<file path="src/rtl/nhi_pkg.sv">
`timescale 1ns/1ps
package nhi_pkg;

  typedef enum logic [1:0] {
    ENT_CMD   = 2'd0,
    ENT_ADDR  = 2'd1,
    ENT_WDATA = 2'd2,
    ENT_RDREQ = 2'd3
  } ent_kind_e;

  typedef struct packed {
    ent_kind_e  kind;
    logic [7:0] data;
  } wb_entry_t;

  typedef enum logic {SEQ_IDLE = 1'b0, SEQ_STROBE = 1'b1} seq_state_e;

  localparam logic [3:0] OFS_CTRL   = 4'd0;
  localparam logic [3:0] OFS_STAT   = 4'd1;
  localparam logic [3:0] OFS_IFLAG  = 4'd2;
  localparam logic [3:0] OFS_IMASK  = 4'd3;
  localparam logic [3:0] OFS_CMD    = 4'd4;
  localparam logic [3:0] OFS_ADDR   = 4'd5;
  localparam logic [3:0] OFS_WDATA  = 4'd6;
  localparam logic [3:0] OFS_RDREQ  = 4'd7;
  localparam logic [3:0] OFS_RDDATA = 4'd8;

  localparam int CTRL_W = 10;
  localparam int FLAG_W = 5;

  // strobe counter load: low time is load+1 clocks
  function automatic logic [3:0] dly_load(ent_kind_e k, logic [3:0] wr_d, logic [3:0] rd_d);
    return (k == ENT_RDREQ) ? rd_d : wr_d;
  endfunction

  function automatic ent_kind_e kind_of_ofs(logic [3:0] ofs);
    return ent_kind_e'(ofs[1:0]);
  endfunction

  function automatic logic is_queue_ofs(logic [3:0] ofs);
    return (ofs >= OFS_CMD) && (ofs <= OFS_RDREQ);
  endfunction

  function automatic logic [FLAG_W-1:0] pack_status(logic nbusy, logic full, logic wr_p,
                                                     logic rd_p, logic empty);
    return {empty, rd_p, wr_p, full, nbusy};
  endfunction

  function automatic logic [FLAG_W-1:0] w1c_merge(logic [FLAG_W-1:0] cur, logic [FLAG_W-1:0] clr,
                                                   logic [FLAG_W-1:0] set);
    return (cur & ~clr) | set;
  endfunction

endpackage

</file>
<file path="src/rtl/nhi_wbuf.sv">
`timescale 1ns/1ps
module nhi_wbuf
  import nhi_pkg::*;
#(
  parameter int DEPTH = 4
) (
  input  logic      clk,
  input  logic      rst_n,
  input  logic      push,
  input  wb_entry_t push_ent,
  input  logic      pop,
  output wb_entry_t head,
  output logic      empty,
  output logic      full
);
  localparam int PTR_W = (DEPTH > 1) ? $clog2(DEPTH) : 1;
  localparam int CNT_W = $clog2(DEPTH + 1);

  wb_entry_t        mem [DEPTH];
  logic [PTR_W-1:0] wp, rp;
  logic [CNT_W-1:0] cnt;

  function automatic logic [PTR_W-1:0] ptr_inc(logic [PTR_W-1:0] p);
    return (p == PTR_W'(DEPTH - 1)) ? '0 : p + PTR_W'(1);
  endfunction

  assign empty = (cnt == '0);
  assign full  = (cnt == CNT_W'(DEPTH));
  assign head  = mem[rp];

  always_ff @(posedge clk) begin
    if (push) mem[wp] <= push_ent;
  end

  always_ff @(posedge clk or negedge rst_n) begin
    if (!rst_n) begin
      wp  <= '0;
      rp  <= '0;
      cnt <= '0;
    end else begin
      if (push) wp <= ptr_inc(wp);
      if (pop)  rp <= ptr_inc(rp);
      case ({push, pop})
        2'b10:   cnt <= cnt + CNT_W'(1);
        2'b01:   cnt <= cnt - CNT_W'(1);
        default: cnt <= cnt;
      endcase
    end
  end
endmodule

</file>
<file path="src/rtl/nhi_seq.sv">
`timescale 1ns/1ps
module nhi_seq
  import nhi_pkg::*;
(
  input  logic       clk,
  input  logic       rst_n,
  input  logic       ent_avail,
  input  wb_entry_t  head,
  input  logic       rb_ok,
  input  logic [3:0] wr_dly,
  input  logic [3:0] rd_dly,
  input  logic [7:0] dq_in,
  output logic       pop,
  output logic       done_evt,
  output ent_kind_e  done_kind,
  output logic       cap_evt,
  output logic [7:0] cap_data,
  output logic       nf_cle,
  output logic       nf_ale,
  output logic       nf_we_n,
  output logic       nf_re_n,
  output logic [7:0] nf_dq_out,
  output logic       nf_dq_oe
);
  seq_state_e st;
  logic [3:0] cnt;
  wb_entry_t  cur;
  logic       in_strobe, is_rd;

  // a strobe ends on the edge that returns to idle, so the next pop is one clock later
  assign pop       = (st == SEQ_IDLE) && ent_avail && rb_ok;
  assign in_strobe = (st == SEQ_STROBE);
  assign is_rd     = (cur.kind == ENT_RDREQ);
  assign done_evt  = in_strobe && (cnt == 4'd0);
  assign done_kind = cur.kind;
  assign cap_evt   = done_evt && is_rd;
  assign cap_data  = dq_in;

  assign nf_we_n   = !(in_strobe && !is_rd);
  assign nf_re_n   = !(in_strobe && is_rd);
  assign nf_cle    = in_strobe && (cur.kind == ENT_CMD);
  assign nf_ale    = in_strobe && (cur.kind == ENT_ADDR);
  assign nf_dq_oe  = in_strobe && !is_rd;
  assign nf_dq_out = nf_dq_oe ? cur.data : 8'h00;

  always_ff @(posedge clk or negedge rst_n) begin
    if (!rst_n) begin
      st  <= SEQ_IDLE;
      cnt <= '0;
      cur <= '0;
    end else if (pop) begin
      st  <= SEQ_STROBE;
      cur <= head;
      cnt <= dly_load(head.kind, wr_dly, rd_dly);
    end else if (in_strobe) begin
      if (cnt == 4'd0) st <= SEQ_IDLE;
      else             cnt <= cnt - 4'd1;
    end
  end
endmodule

</file>
<file path="src/rtl/nhi_track.sv">
`timescale 1ns/1ps
module nhi_track
  import nhi_pkg::*;
#(
  parameter int DEPTH = 4
) (
  input  logic      clk,
  input  logic      rst_n,
  input  logic      push,
  input  ent_kind_e push_kind,
  input  logic      done_evt,
  input  ent_kind_e done_kind,
  input  logic      wb_empty,
  output logic      wr_pend,
  output logic      rd_pend,
  output logic      wb_drain,
  output logic      pg_wr_done
);
  localparam int PCNT_W = $clog2(DEPTH + 2);

  logic [PCNT_W-1:0] wr_cnt, rd_cnt;
  logic              wr_in, wr_out, rd_in, rd_out, empty_q;

  function automatic logic [PCNT_W-1:0] step(logic [PCNT_W-1:0] c, logic inc, logic dec);
    return c + PCNT_W'(inc) - PCNT_W'(dec);
  endfunction

  assign wr_in  = push && (push_kind == ENT_WDATA);
  assign wr_out = done_evt && (done_kind == ENT_WDATA);
  assign rd_in  = push && (push_kind == ENT_RDREQ);
  assign rd_out = done_evt && (done_kind == ENT_RDREQ);

  assign wr_pend    = (wr_cnt != '0);
  assign rd_pend    = (rd_cnt != '0);
  assign pg_wr_done = wr_out && !wr_in && (wr_cnt == PCNT_W'(1));
  assign wb_drain   = wb_empty && !empty_q;

  always_ff @(posedge clk or negedge rst_n) begin
    if (!rst_n) begin
      wr_cnt  <= '0;
      rd_cnt  <= '0;
      empty_q <= 1'b1;
    end else begin
      wr_cnt  <= step(wr_cnt, wr_in, wr_out);
      rd_cnt  <= step(rd_cnt, rd_in, rd_out);
      empty_q <= wb_empty;
    end
  end
endmodule

</file>
<file path="src/rtl/nhi_regs.sv">
`timescale 1ns/1ps
module nhi_regs
  import nhi_pkg::*;
(
  input  logic              clk,
  input  logic              rst_n,
  input  logic              hsel,
  input  logic              hwr,
  input  logic [3:0]        haddr,
  input  logic [15:0]       hwdata,
  output logic [15:0]       hrdata,
  input  logic              wb_full,
  input  logic              wb_empty,
  input  logic              wr_pend,
  input  logic              rd_pend,
  input  logic              rb_ok,
  input  logic              nb_rise,
  input  logic              wb_drain,
  input  logic              pg_wr_done,
  input  logic              cap_evt,
  input  logic [7:0]        cap_data,
  output logic              push,
  output wb_entry_t         push_ent,
  output logic              push_req,
  output logic              ovf_evt,
  output logic [3:0]        wr_dly,
  output logic [3:0]        rd_dly,
  output logic [FLAG_W-1:0] iflag,
  output logic              irq
);
  logic [CTRL_W-1:0] ctrl;
  logic [FLAG_W-1:0] imask, flag_set, flag_clr;
  logic [7:0]        rd_byte;
  logic              wr_en;
  logic              unused_hi;

  assign unused_hi = ^hwdata[15:CTRL_W];
  assign wr_en     = hsel && hwr;
  assign push_req  = wr_en && is_queue_ofs(haddr);
  assign push      = push_req && !wb_full;
  assign ovf_evt   = push_req && wb_full;
  assign push_ent  = '{kind: kind_of_ofs(haddr), data: hwdata[7:0]};

  assign wr_dly = ctrl[3:0];
  assign rd_dly = ctrl[7:4];

  assign flag_set = {pg_wr_done, cap_evt, wb_drain, ovf_evt, nb_rise};
  assign flag_clr = (wr_en && haddr == OFS_IFLAG) ? hwdata[FLAG_W-1:0] : '0;
  assign irq      = |(iflag & imask);

  always_ff @(posedge clk or negedge rst_n) begin
    if (!rst_n) begin
      ctrl    <= '0;
      imask   <= '0;
      iflag   <= '0;
      rd_byte <= '0;
    end else begin
      if (wr_en && haddr == OFS_CTRL)  ctrl  <= hwdata[CTRL_W-1:0];
      if (wr_en && haddr == OFS_IMASK) imask <= hwdata[FLAG_W-1:0];
      if (cap_evt) rd_byte <= cap_data;
      iflag <= w1c_merge(iflag, flag_clr, flag_set);
    end
  end

  always_comb begin
    hrdata = '0;
    case (haddr)
      OFS_CTRL:   hrdata[CTRL_W-1:0] = ctrl;
      OFS_STAT:   hrdata[FLAG_W-1:0] = pack_status(rb_ok, wb_full, wr_pend, rd_pend, wb_empty);
      OFS_IFLAG:  hrdata[FLAG_W-1:0] = iflag;
      OFS_IMASK:  hrdata[FLAG_W-1:0] = imask;
      OFS_RDDATA: hrdata[7:0]        = rd_byte;
      default:    hrdata             = '0;
    endcase
  end
endmodule

</file>
<file path="src/rtl/nand_host_if.sv">
`timescale 1ns/1ps
module nand_host_if
  import nhi_pkg::*;
#(
  parameter int WB_DEPTH = 4
) (
  input  logic        clk,
  input  logic        rst_n,
  input  logic        hsel,
  input  logic        hwr,
  input  logic [3:0]  haddr,
  input  logic [15:0] hwdata,
  output logic [15:0] hrdata,
  output logic        irq,
  output logic        nf_cle,
  output logic        nf_ale,
  output logic        nf_we_n,
  output logic        nf_re_n,
  output logic [7:0]  nf_dq_out,
  output logic        nf_dq_oe,
  input  logic [7:0]  nf_dq_in,
  input  logic        nf_rb
);
  wb_entry_t         push_ent, head;
  ent_kind_e         done_kind;
  logic              push, push_req, pop, wb_empty, wb_full, ovf_evt;
  logic              done_evt, cap_evt, wr_pend, rd_pend, wb_drain, pg_wr_done;
  logic [7:0]        cap_data;
  logic [3:0]        wr_dly, rd_dly;
  logic [FLAG_W-1:0] iflag;
  logic              rb_s1, rb_ok, rb_prev, nb_rise;

  // two-flop synchronizer, reset to ready so reset release is not a rising edge
  always_ff @(posedge clk or negedge rst_n) begin
    if (!rst_n) begin
      rb_s1   <= 1'b1;
      rb_ok   <= 1'b1;
      rb_prev <= 1'b1;
    end else begin
      rb_s1   <= nf_rb;
      rb_ok   <= rb_s1;
      rb_prev <= rb_ok;
    end
  end
  assign nb_rise = rb_ok && !rb_prev;

  nhi_regs u_regs (
    .clk, .rst_n, .hsel, .hwr, .haddr, .hwdata, .hrdata,
    .wb_full, .wb_empty, .wr_pend, .rd_pend, .rb_ok, .nb_rise,
    .wb_drain, .pg_wr_done, .cap_evt, .cap_data,
    .push, .push_ent, .push_req, .ovf_evt, .wr_dly, .rd_dly, .iflag, .irq
  );

  nhi_wbuf #(.DEPTH(WB_DEPTH)) u_wbuf (
    .clk, .rst_n, .push, .push_ent, .pop, .head,
    .empty(wb_empty), .full(wb_full)
  );

  nhi_seq u_seq (
    .clk, .rst_n, .ent_avail(!wb_empty), .head, .rb_ok, .wr_dly, .rd_dly,
    .dq_in(nf_dq_in), .pop, .done_evt, .done_kind, .cap_evt, .cap_data,
    .nf_cle, .nf_ale, .nf_we_n, .nf_re_n, .nf_dq_out, .nf_dq_oe
  );

  nhi_track #(.DEPTH(WB_DEPTH)) u_track (
    .clk, .rst_n, .push, .push_kind(push_ent.kind), .done_evt, .done_kind,
    .wb_empty, .wr_pend, .rd_pend, .wb_drain, .pg_wr_done
  );
endmodule

</file>
<file path="config.mk">
export PLATFORM = sky130hd
export DESIGN_NAME = nand_host_if
export DESIGN_NICKNAME = d
export VERILOG_FILES = /design/src/rtl/nhi_pkg.sv /design/src/rtl/nhi_wbuf.sv /design/src/rtl/nhi_seq.sv /design/src/rtl/nhi_track.sv /design/src/rtl/nhi_regs.sv /design/src/rtl/nand_host_if.sv
export SDC_FILE = /design/constraint.sdc
export NUM_CORES = 1
export LEC_CHECK = 0
export BUFFER_PORTS_ARGS = -buffer_cell sky130_fd_sc_hd__buf_2
export CAP_MARGIN = 20
export CORE_AREA = 2 2 112 114
export DETAILED_ROUTE_END_ITERATION = 10
export DIE_AREA = 0 0 114 116
export GPL_ROUTABILITY_DRIVEN = 0
export PLACE_DENSITY = 0.59
export SYNTH_ARGS = -nofsm -noshare
export SYNTH_HDL_FRONTEND = slang
export SYNTH_SLANG_ARGS = --single-unit
export TNS_END_PERCENT = 1
</file>
<file path="constraint.sdc">
create_clock -name clk -period 6.9 [get_ports clk]
set_clock_uncertainty 0.15 [all_clocks]
set_input_delay 0.69 -clock clk [delete_from_list [all_inputs] [get_ports clk]]
set_output_delay 0.69 -clock clk [all_outputs]
set_load 0.02 [all_outputs]
</file>
==> results.json <==
{
  "status": "completed",
  "startpoint": "haddr[0]",
  "postCtsSetupRepairBufs": 0,
  "hold_viol": 0,
  "syn_avg_cell_area_um2": 14.3,
  "antenna_cells": 0,
  "dr.pass1.iters": 4,
  "fin_crit_sh_pct": 42.2,
  "finalMaxSlewViolations": 0,
  "placed_cells": 512,
  "clockBufferDepth": 2,
  "grt_max_degree": 61,
  "synthFlopType": "dfrtp_1",
  "cts.sinks": 100,
  "synth.most_common_cell": "dfrtp_1",
  "reg2reg_from": "u_seq.in_strobe$_DFF_PN0_",
  "antenna_found_initial": 0,
  "p_int_mw": 1.37,
  "fmax_mhz": 343,
  "swShare_pct": 32.4,
  "yosys_register_bits": 100,
  "synth_edf_count": 40,
  "hpwl_um": 6280,
  "synth_warnings": 0,
  "cts_buffers": 9,
  "worst_slew_pin_slew_ns": 0.826,
  "design.core.area_um2": 11900,
  "ys_seq_area_share_pct": 57.8,
  "syn_area_um2": 4680,
  "start_kind": "primary input",
  "grt_first_pass_wirelength_um": 14500,
  "relSlewSlack_pct": 44.9,
  "cts_hold_buffers": 0,
  "fp.dieH_um": 116,
  "initial_core_util_pct": 39.3,
  "met3_usage_pct": 3.14,
  "drt-wirelength-per-cell_um": 17.0,
  "syn_to_final_growth_pct": 13.6,
  "setup_viol": 0,
  "end_kind": "primary output",
  "crit_top_cell": "buf_2",
  "async_flop_share_pct": 60.0,
  "path_max_fanout": 19,
  "p_switching_uw": 660,
  "grtUsageTotal_pct": 14.7,
  "rsz0062_at_grt": "no",
  "synth.top_cell.area_share_pct": 29.9,
  "hold_path.class": "reg2reg",
  "fin_tns_setup_ns": 0,
  "power.density_nw_per_um2": 383,
  "cts_tree": "built",
  "stdcell_count": 528,
  "antenna_left": 0,
  "top_usage_layer": "met2",
  "seqPwrFrac_pct": 44.7,
  "layout-drive-gt1-share_pct": 32.0,
  "synth_area_leaders": "dfrtp_1 30%, edfxtp_1 26%, mux2_2 5.8%, mux4_2 5.3%, ha_1 3.2%",
  "htreeDepth": 3,
  "yosysTopAreaCell": "dfrtp_1",
  "dieArea_um2": 13200,
  "crit_chain": "buf_2 -> nor4b_1 -> o31ai_1 -> o211ai_1 -> buf_2",
  "placement_rows": 40,
  "cp.arrival_ns": 2.07,
  "total_leakage_power_nw": 2.29,
  "slowest_stage": "nor4b_1",
  "vias": 2688,
  "critPathKind": "in2out",
  "total_power_mw": 2.03,
  "synthCells": 327,
  "final_util_pct": 44.6,
  "min_period_ns": 2.91,
  "post_drt_via_cell_ratio": 5.09,
  "grt_pass1_vias": 2731,
  "post-route-drc-count": 0,
  "r2r_setup_slack_ns": 4.02,
  "whs_ns": 0.205,
  "max_cap_viol_count": 0,
  "clkTransAtPathRegs_ns": 0.06,
  "synth_commonest_cells": "56 x dfrtp_1, 40 x edfxtp_1, 24 x mux2_2",
  "insertion_delay_ns": 0.34,
  "grt_remaining_overflow": 0,
  "root_buffer": "clkbuf_16",
  "ys_types": 53,
  "critPathMaxStageDelay_ns": 0.53,
  "drtIter0Drc": 193,
  "layout.nets": 424,
  "grtUsageMet2_pct": 23.5,
  "met1_usage_pct": 19.6,
  "min_from": "rb_s1$_DFF_PN1_",
  "ios": 63,
  "power_frac_clock_pct": 24.8,
  "port_buffers": 50,
  "die_x_um": 114,
  "combPwrFrac_pct": 30.5,
  "vdd_ir_drop_max_mv": 0.182,
  "totalWireLength_um": 8990,
  "cts-resized-gates": 0,
  "critical_path_required_ns": 6.06
}
[cell usage in the layout, fill, tap and decap left out, drive strengths merged, types with 3 or more instances in the layout]
master,instances
a21oi,4
a22oi,4
and2,7
and3,9
buf,51
clkbuf,11
clkinv,4
conb,6
dfrtp,56
dfstp,4
edfxtp,40
fa,3
ha,12
inv,22
mux2,36
mux2i,12
mux4,11
nand2,11
nand2b,5
nand3,5
nor2,15
nor3b,3
o21ai,11
xnor2,5
xor2,3
[state kept, by name, summed over array words and instances (netlist names), 3 cells and up]
name / count
u_regs.ctrl: 10
u_regs.iflag: 5
u_regs.imask: 5
u_regs.rd_byte: 8
u_seq.cnt: 4
u_seq.cur: 8
u_track.rd_cnt: 3
u_track.wr_cnt: 3
u_wbuf.cnt: 3
u_wbuf.mem: 40
[through the flow]
stage | area (um2) | worst slack (ns)
after floorplan | 4700 | 4.29
after global placement | 5010 | 3.96
after detailed placement | 5010 | 3.93
after CTS | 5320 | 3.99
after global routing | 5320 | 3.75
final | 5320 | 3.99
[critical path: cells and delay by family]
family	cells	cell delay (ns)
buf+inv	2	0.52
compound gates	2	0.32
simple gates	1	0.53
[cells by family (layout without fill, tap and decap cells)]
| kind of cell | Yosys count | count (layout) | share of synthesized area (%) |
|---|---|---|---|
| other | 1 | 6 | 0.0801 |
| adder cells (fa/ha/maj) | 15 | 15 | 4.49 |
| flip-flops | 100 | 100 | 57.8 |
| AO/OA/AOI/OAI | 34 | 34 | 4.84 |
| multiplexers | 59 | 59 | 17.3 |
| buffers and inverters | 40 | 89 | 4.52 |
| AND/OR/NAND/NOR | 70 | 70 | 9.41 |
| XOR/XNOR | 8 | 8 | 1.50 |
[routing by layer]
layer	vias up	part of all wire (%)
met4	0	1.6
met2	46	49
met3	12	3.6
met1	1349	46
li1	1281	-
met5	-	0
[worst paths after layout]
path,endpoint,cells after the start
setup / recovery,hrdata[3],5
hold / removal,rb_ok$_DFF_PN1_,0
setup reg to reg,u_track.wr_cnt[2]$_DFF_PN0_,9
hold reg to reg,rb_ok$_DFF_PN1_,0
max in group asynchronous,u_seq.cur[0]$_DFFE_PN0N_,2
min in group asynchronous,u_regs.rd_byte[2]$_DFFE_PN0P_,2
[final cells by class]
| type | instances | area, um2 |
|---|---|---|
| repair buffers | 51 | 258 |
| clock buffers | 11 | 243 |
| fillers | 1087 | 6600 |
| flip-flops and latches | 100 | 2710 |
| well taps | 147 | 184 |
| clock inverters | 5 | 61.3 |
| multi-input cells | 192 | 1780 |
| inverters | 22 | 82.6 |
[power by group through the flow]
| stage | Combinational, mW | Clock (mW) | Sequential (mW) |
|---|---|---|---|
| 2_1_floorplan | 0.529 | 0 | 0.852 |
| 3_3_place_gp | 0.611 | 0 | 0.915 |
| 3_5_place_dp | 0.628 | 0 | 0.922 |
| 4_1_cts | 0.631 | 0.521 | 0.911 |
| 5_1_grt | 0.696 | 0.546 | 0.936 |
| 6_report | 0.621 | 0.504 | 0.910 |
(Power assumes the default switching activity.)
